$ cat src/rtl/wdg_rc_pkg.sv
package wdg_rc_pkg;
  typedef enum logic [1:0] {
    SZ_BYTE = 2'b00,
    SZ_HALF = 2'b01,
    SZ_FULL = 2'b10,
    SZ_RSVD = 2'b11
  } bus_size_e;

  localparam logic [7:0] KEY_CLEAR  = 8'hA5;
  localparam logic [7:0] KEY_CONFIG = 8'h5A;

  // bit positions inside the readable byte
  localparam int FLAG_POS = 7;
  localparam int EN_POS   = 6;
  localparam int SEL_POS  = 5;

  // configuration fields: index 1 = enable, index 0 = select
  localparam int NUM_CFG = 2;
  localparam int RC_OFFSET = 4;

  function automatic int cfg_pos(input int idx);
    return (idx == 1) ? EN_POS : SEL_POS;
  endfunction
endpackage

$ cat src/rtl/wdg_rc_rst_sync.sv
module wdg_rc_rst_sync #(
  parameter int STAGES = 2
) (
  input  logic clk,
  input  logic rst_n_async,
  output logic rst_n_sync
);
  logic [STAGES-1:0] chain_q;
  logic [STAGES-1:0] chain_d;

  always_comb begin
    chain_d = {chain_q[STAGES-2:0], 1'b1};
  end

  always_ff @(posedge clk or negedge rst_n_async) begin
    if (!rst_n_async) chain_q <= '0;
    else              chain_q <= chain_d;
  end

  assign rst_n_sync = chain_q[STAGES-1];
endmodule

$ cat src/rtl/wdg_rc_decode.sv
module wdg_rc_decode
  import wdg_rc_pkg::*;
#(
  parameter int ADDR_W = 8,
  parameter logic [ADDR_W-1:0] BASE = '0
) (
  input  logic              wr_en,
  input  logic [ADDR_W-1:0] addr,
  input  logic [1:0]        size,
  input  logic [15:0]       wdata,
  output logic              clr_req,
  output logic              cfg_req,
  output logic [NUM_CFG-1:0] cfg_val
);
  localparam logic [ADDR_W-1:0] RC_ADDR = BASE + ADDR_W'(RC_OFFSET);

  logic       word_hit;
  logic [7:0] key;
  logic [7:0] payload;

  always_comb begin
    key      = wdata[15:8];
    payload  = wdata[7:0];
    word_hit = wr_en && (addr == RC_ADDR) && (size == SZ_HALF);
    clr_req  = word_hit && (key == KEY_CLEAR) && (payload == 8'h00);
    cfg_req  = word_hit && (key == KEY_CONFIG);
  end

  for (genvar i = 0; i < NUM_CFG; i++) begin : g_field
    assign cfg_val[i] = payload[cfg_pos(i)];
  end
endmodule

$ cat src/rtl/wdg_rc_state.sv
module wdg_rc_state
  import wdg_rc_pkg::*;
(
  input  logic               clk,
  input  logic               rst_n,
  input  logic               ovf_pulse,
  input  logic               clr_req,
  input  logic               cfg_req,
  input  logic [NUM_CFG-1:0] cfg_val,
  output logic               flag_q,
  output logic [NUM_CFG-1:0] cfg_q
);
  logic flag_d;
  logic flag_ce;

  always_comb begin
    flag_ce = ovf_pulse | clr_req;
    flag_d  = ovf_pulse ? 1'b1 : 1'b0;
  end

  always_ff @(posedge clk or negedge rst_n) begin
    if (!rst_n)       flag_q <= 1'b0;
    else if (flag_ce) flag_q <= flag_d;
  end

  for (genvar i = 0; i < NUM_CFG; i++) begin : g_cfg
    logic bit_d;
    always_comb bit_d = cfg_val[i];
    always_ff @(posedge clk or negedge rst_n) begin
      if (!rst_n)       cfg_q[i] <= 1'b0;
      else if (cfg_req) cfg_q[i] <= bit_d;
    end
  end

  AST_SET_WINS: assert property (@(posedge clk) disable iff (!rst_n)
    ovf_pulse |=> flag_q);
  AST_CLEAR_TAKES: assert property (@(posedge clk) disable iff (!rst_n)
    (clr_req && !ovf_pulse) |=> !flag_q);
  AST_NO_SW_SET: assert property (@(posedge clk) disable iff (!rst_n)
    !ovf_pulse |=> !$rose(flag_q));
  AST_CFG_LOAD: assert property (@(posedge clk) disable iff (!rst_n)
    cfg_req |=> (cfg_q == $past(cfg_val)));
  AST_CFG_HOLD: assert property (@(posedge clk) disable iff (!rst_n)
    !cfg_req |=> $stable(cfg_q));
  AST_FLAG_KEEP: assert property (@(posedge clk) disable iff (!rst_n)
    (cfg_req && !ovf_pulse) |=> $stable(flag_q));
endmodule

$ cat src/rtl/wdg_rc_rdport.sv
module wdg_rc_rdport
  import wdg_rc_pkg::*;
#(
  parameter int ADDR_W = 8,
  parameter logic [ADDR_W-1:0] BASE = '0
) (
  input  logic               clk,
  input  logic               rst_n,
  input  logic               rd_en,
  input  logic [ADDR_W-1:0]  addr,
  input  logic [1:0]         size,
  input  logic               flag,
  input  logic [NUM_CFG-1:0] cfg,
  output logic [7:0]         rdata
);
  localparam logic [ADDR_W-1:0] RC_ADDR = BASE + ADDR_W'(RC_OFFSET);

  logic [7:0] view;
  logic [7:0] rdata_d;

  always_comb begin
    view = '0;
    view[FLAG_POS] = flag;
    for (int i = 0; i < NUM_CFG; i++) view[cfg_pos(i)] = cfg[i];
    rdata_d = (rd_en && (addr == RC_ADDR) && (size == SZ_BYTE)) ? view : 8'h00;
  end

  always_ff @(posedge clk or negedge rst_n) begin
    if (!rst_n) rdata <= 8'h00;
    else        rdata <= rdata_d;
  end
endmodule

$ cat src/rtl/wdg_rstctl_regs.sv
module wdg_rstctl_regs
  import wdg_rc_pkg::*;
#(
  parameter int ADDR_W = 8,
  parameter logic [ADDR_W-1:0] BASE = '0
) (
  input  logic              clk,
  input  logic              rst_n,
  input  logic [ADDR_W-1:0] bus_addr,
  input  logic [1:0]        bus_size,
  input  logic [15:0]       bus_wdata,
  input  logic              bus_wr,
  input  logic              bus_rd,
  output logic [7:0]        bus_rdata,
  input  logic              wdt_ovf,
  output logic              rst_enable,
  output logic              rst_select
);
  logic               rst_ns;
  logic               clr_req;
  logic               cfg_req;
  logic [NUM_CFG-1:0] cfg_val;
  logic               flag_q;
  logic [NUM_CFG-1:0] cfg_q;

  wdg_rc_rst_sync #(.STAGES(2)) u_sync (
    .clk(clk), .rst_n_async(rst_n), .rst_n_sync(rst_ns)
  );

  wdg_rc_decode #(.ADDR_W(ADDR_W), .BASE(BASE)) u_dec (
    .wr_en(bus_wr), .addr(bus_addr), .size(bus_size), .wdata(bus_wdata),
    .clr_req(clr_req), .cfg_req(cfg_req), .cfg_val(cfg_val)
  );

  wdg_rc_state u_st (
    .clk(clk), .rst_n(rst_ns), .ovf_pulse(wdt_ovf),
    .clr_req(clr_req), .cfg_req(cfg_req), .cfg_val(cfg_val),
    .flag_q(flag_q), .cfg_q(cfg_q)
  );

  wdg_rc_rdport #(.ADDR_W(ADDR_W), .BASE(BASE)) u_rd (
    .clk(clk), .rst_n(rst_ns), .rd_en(bus_rd), .addr(bus_addr),
    .size(bus_size), .flag(flag_q), .cfg(cfg_q), .rdata(bus_rdata)
  );

  assign rst_enable = cfg_q[1];
  assign rst_select = cfg_q[0];

  AST_WIDTH_GATE: assert property (@(posedge clk) disable iff (!rst_ns)
    (bus_wr && bus_size != SZ_HALF) |=> ($stable(cfg_q) && !$fell(flag_q)));
  AST_BAD_KEY: assert property (@(posedge clk) disable iff (!rst_ns)
    (bus_wr && bus_wdata[15:8] != KEY_CLEAR && bus_wdata[15:8] != KEY_CONFIG)
      |=> $stable(cfg_q));
  AST_RD_SIZE_ZERO: assert property (@(posedge clk) disable iff (!rst_ns)
    (bus_rd && bus_size != SZ_BYTE) |=> (bus_rdata == 8'h00));
  AST_IDLE_RD_ZERO: assert property (@(posedge clk) disable iff (!rst_ns)
    !bus_rd |=> (bus_rdata == 8'h00));
endmodule

$ cat config.mk
export PLATFORM = sky130hd
export DESIGN_NAME = wdg_rstctl_regs
export DESIGN_NICKNAME = d
export VERILOG_FILES = /design/src/rtl/wdg_rc_pkg.sv /design/src/rtl/wdg_rc_rst_sync.sv /design/src/rtl/wdg_rc_decode.sv /design/src/rtl/wdg_rc_state.sv /design/src/rtl/wdg_rc_rdport.sv /design/src/rtl/wdg_rstctl_regs.sv
export SDC_FILE = /design/constraint.sdc
export NUM_CORES = 1
export LEC_CHECK = 0
export BUFFER_PORTS_ARGS = -buffer_cell sky130_fd_sc_hd__buf_2
export CELL_PAD_IN_SITES_DETAIL_PLACEMENT = 0
export CELL_PAD_IN_SITES_GLOBAL_PLACEMENT = 1
export CORE_MARGIN = 1
export CORE_UTILIZATION = 21
export DETAILED_ROUTE_END_ITERATION = 10
export PLACE_DENSITY_LB_ADDON = 0.3
export SYNTH_ARGS = -nofsm -noshare
export SYNTH_HDL_FRONTEND = slang
export SYNTH_SLANG_ARGS = --single-unit
$ cat constraint.sdc
create_clock -name clk -period 0.8 [get_ports clk]
set_input_delay 0.16 -clock clk [delete_from_list [all_inputs] [get_ports clk]]
set_output_delay 0.16 -clock clk [all_outputs]
set_load 0.1 [all_outputs]
==> reports/results.md <==
| Group | Item | Reported |
|:---|:---|:---|
| run status | Run status | finished with violations |
| run status | Violations in the final reports | negative setup slack |
| place | Total half-perimeter wirelength after legalization and detailed placement | 825 um |
| yosys | Most common cell in the synthesized netlist | sky130_fd_sc_hd__dfrtp_1 |
| drt | Count of antenna-violating nets left after detailed routing | 0 |
| yosys | Most area-hungry cell type in the Yosys netlist | sky130_fd_sc_hd__dfrtp_1 |
| final layout | Area growth syn-to-layout | 96.0% |
| yosys | Count of flip-flops with a built-in enable after synthesis | 0 |
| yosys | Leading post-synthesis cells by cell area | sky130_fd_sc_hd__dfrtp_1 45%, sky130_fd_sc_hd__buf_4 8.5%, sky130_fd_sc_hd__mux2_4 6.8%, sky130_fd_sc_hd__and4bb_2 5.7%, sky130_fd_sc_hd__and4b_1 4.5% |
| die | Vertical die dimension | 47.9 um |
| drt | Overall via count from detail_route | 425 |
| clock tree | CTS root buffer | sky130_fd_sc_hd__clkbuf_4 |
| yosys | Syn avg cell area | 12.3 sq um |
| clock tree | Clock tree buffer depth | 2 |
| setup path | WP data arrival | 1260 ps |
| power | Worst voltage drop across the vdd grid | 444 uV |
| power | Total leakage power | 0.402 nW |
| final layout | Final Instance Count excl. Fillers | 109 |
| timing | Final-report hold violation count | 0 |
| yosys | Area fraction of the dominant cell type after synthesis | 45.3% |
| timing | Top achievable clock speed | 0.898 GHz |
| place | Placer congestion estimate | 0.676 |
| setup path | Kind of end point of the critical path | flop |
| timing | Minimum clock period after layout | 1110 ps |
| global routing | Gr usage total | 10.2% |
| drt | Post-DR vias/cell | 3.90 |
| die | Site row count | 16 |
| power | P per Cell Area | 1150 nW/um^2 |
| setup path | Worst setup path class | in2reg |
| min path | Classification of the worst-slack hold path | reg2async |
| yosys | Post-synthesis instance area | 442 sq um |
| setup path | Register-to-Register Setup Slack | -190 ps |
| drt | Avg WL per Cell | 8.63 um |
| yosys | Number of distinct library cells after synthesis | 19 |
| global routing | Vias in the first global route | 391 |
| clock tree | Clock insertion delay at the later pin of the skew report | 260 ps |
| die | Horizontal extent of the die | 47.9 um |
| yosys | Sequential-to-total area share from yosys stat | 45.3% |
| yosys | Most used flip-flop cell after synthesis | sky130_fd_sc_hd__dfrtp_1 |
| die | Ports | 41 |
| die | Initial core utilization | 22.5% |
| clock tree | Clock tree from TritonCTS | yes |
| setup path | Kind of launch point of the worst setup path | primary input |
| final layout | Post-layout instance area | 866 sq um |
| global routing | Largest net degree at the start of global routing | 7 |
| yosys | FF+latch count, synth | 8 |
| flow run | Count of max-cap constraint violations | 0 |
| drt | 1st-iter DRT viols | 1 |
| timing | Final setup margin | -314 ps |
| final layout | Fraction of final layout cells sized beyond drive strength 1 | 70.7% |
| timing | Worst clock skew | 8.91 ps |
| place | Area post-placement | 773 sq um |
| setup path | Largest fanout on the critical path | 2 |
| die | Die footprint | 2290 sq um |
| timing | Setup-failing EPs final | 11 |
| drt | Residual DRC | 0 |
| global routing | Overflow after GRT | 0 |
| clock tree | Number of buffers created by CTS | 3 |
| global routing | Number of antenna violations at the first check in global routing | 0 |
| clock tree | Max H-tree Level | 1 |
| drt | Routed WL | 941 um |
| die | Placeable core region | 1960 sq um |
| place | Number of instances in the placed design | 102 |
| yosys | Yosys warning total | 0 |
| drt | DR pass1 iterations | 2 |
| global routing | Wire length of the first global-routing pass | 1550 um |
| clock tree | Clock transition at the register clock pins on the worst setup and hold paths after CTS | 60 ps |
| place | I/O Buffers | 35 |
| timing | Final period utilization | 139% |
| clock tree | CTS sink cnt | 8 |
| timing | Pins Over Slew Limit | 0 |
| timing | RSZ-0062 raised after global routing | true |
| final layout | Utilization of the core after routing | 44.1% |
| yosys | Ranking of synthesized cells by instance count | 8 x sky130_fd_sc_hd__dfrtp_1, 5 x sky130_fd_sc_hd__buf_4, 3 x sky130_fd_sc_hd__and2_1 |
| yosys | Async S/R FF share, synth | 100% |
| final layout | ANT cells | 0 |
| final layout | # nets final | 114 |
| setup path | Data required time of the critical path | 950 ps |
| yosys | Post-synthesis instance total | 36 |
critical path, stage by stage:
cell and delay, ps:
sky130_fd_sc_hd__buf_6 90, sky130_fd_sc_hd__nor4b_4 270, sky130_fd_sc_hd__and4b_1 240, sky130_fd_sc_hd__and3_4 200
sky130_fd_sc_hd__mux2_4 300
per-layer routing:
layer / up-vias / part of all wire (%) / global-route usage [%]
met2: 22 / 53 / 16.8
met4: 0 / 3.5 / 9.44
met5: - / 0 / 0
met1: 187 / 37 / 11.0
li1: 212 / - / -
met3: 4 / 5.7 / 1.51
path summary, 6_finish.rpt:
path / from / endpoint / depth (start not counted)
min in group clk: wdt_ovf / u_st.flag_q / 2
min: u_sync.chain_q[1] / u_rd.rdata[6] / 0
min reg2reg: u_sync.chain_q[1] / u_rd.rdata[6] / 0
max reg2reg: u_st.cfg_q[0] / u_st.cfg_q[0] / 2
max in group asynchronous: u_sync.chain_q[1] / u_rd.rdata[7] / 0
max: bus_addr[7] / u_st.cfg_q[0] / 5
final cells by class:
cell class / count / area [sq um]
Sequential cell: 8 / 219
Fill cell: 208 / 1100
Tap cell: 27 / 33.8
Multi-Input combinational cell: 27 / 241
Timing Repair Buffer: 43 / 345
Clock buffer: 4 / 26.3
cells by family (layout without fill, tap and decap cells):
family | Yosys count | count (layout) | share of synthesized area (%)
simple gates | 18 | 18 | 36.0
flops | 8 | 8 | 45.3
buf+inv | 5 | 47 | 8.50
other cells | 2 | 6 | 1.70
mux | 2 | 2 | 6.80
compound gates | 1 | 1 | 1.70
per-stage QoR:
stage	setup TNS, ps	hold WS (ps)	setup slack, ps	power [mW]
after detailed placement	-2850	-53.2	-659	0.648
after global routing	-2690	82.6	-356	1.05
after CTS	-2420	91.6	-338	1.01
after floorplan	-1370	-136	-440	0.564
after global placement	-2740	-54.7	-635	0.646
final	-2280	86.4	-314	0.998
sequential cells by signal, indices dropped and copies added, names as in the netlist:
name            count
u_st.cfg_q          2
u_sync.chain_q      2
u_rd.rdata          3
u_st.flag_q         1
cells in the final DEF, fill, tap and decap left out, drive strengths merged:
cell	count
a21o	1
and2	4
and3	1
and4b	2
and4bb	2
buf	42
clkbuf	4
conb	6
dfrtp	8
dlygate4sd3	1
mux2	2
nand3b	1
nand4	1
nor2	1
nor3b	1
nor4	2
nor4b	2
nor4bb	1
report_power, final:
group / internal [mW] / switching (mW)
Clock: 0.191 / 0.147
Sequential: 0.410 / 0.00656
Combinational: 0.0975 / 0.146
Total: 0.699 / 0.299
what timing repair did:
item,CTS,global route
pin swaps,4,5
gates resized for setup,7,0
buffers inserted,2,0
endpoints found under the hold margin,2,0
hold buffers,1,0
endpoints found under the setup margin,11,11
Power figures use the tool's default switching activity.
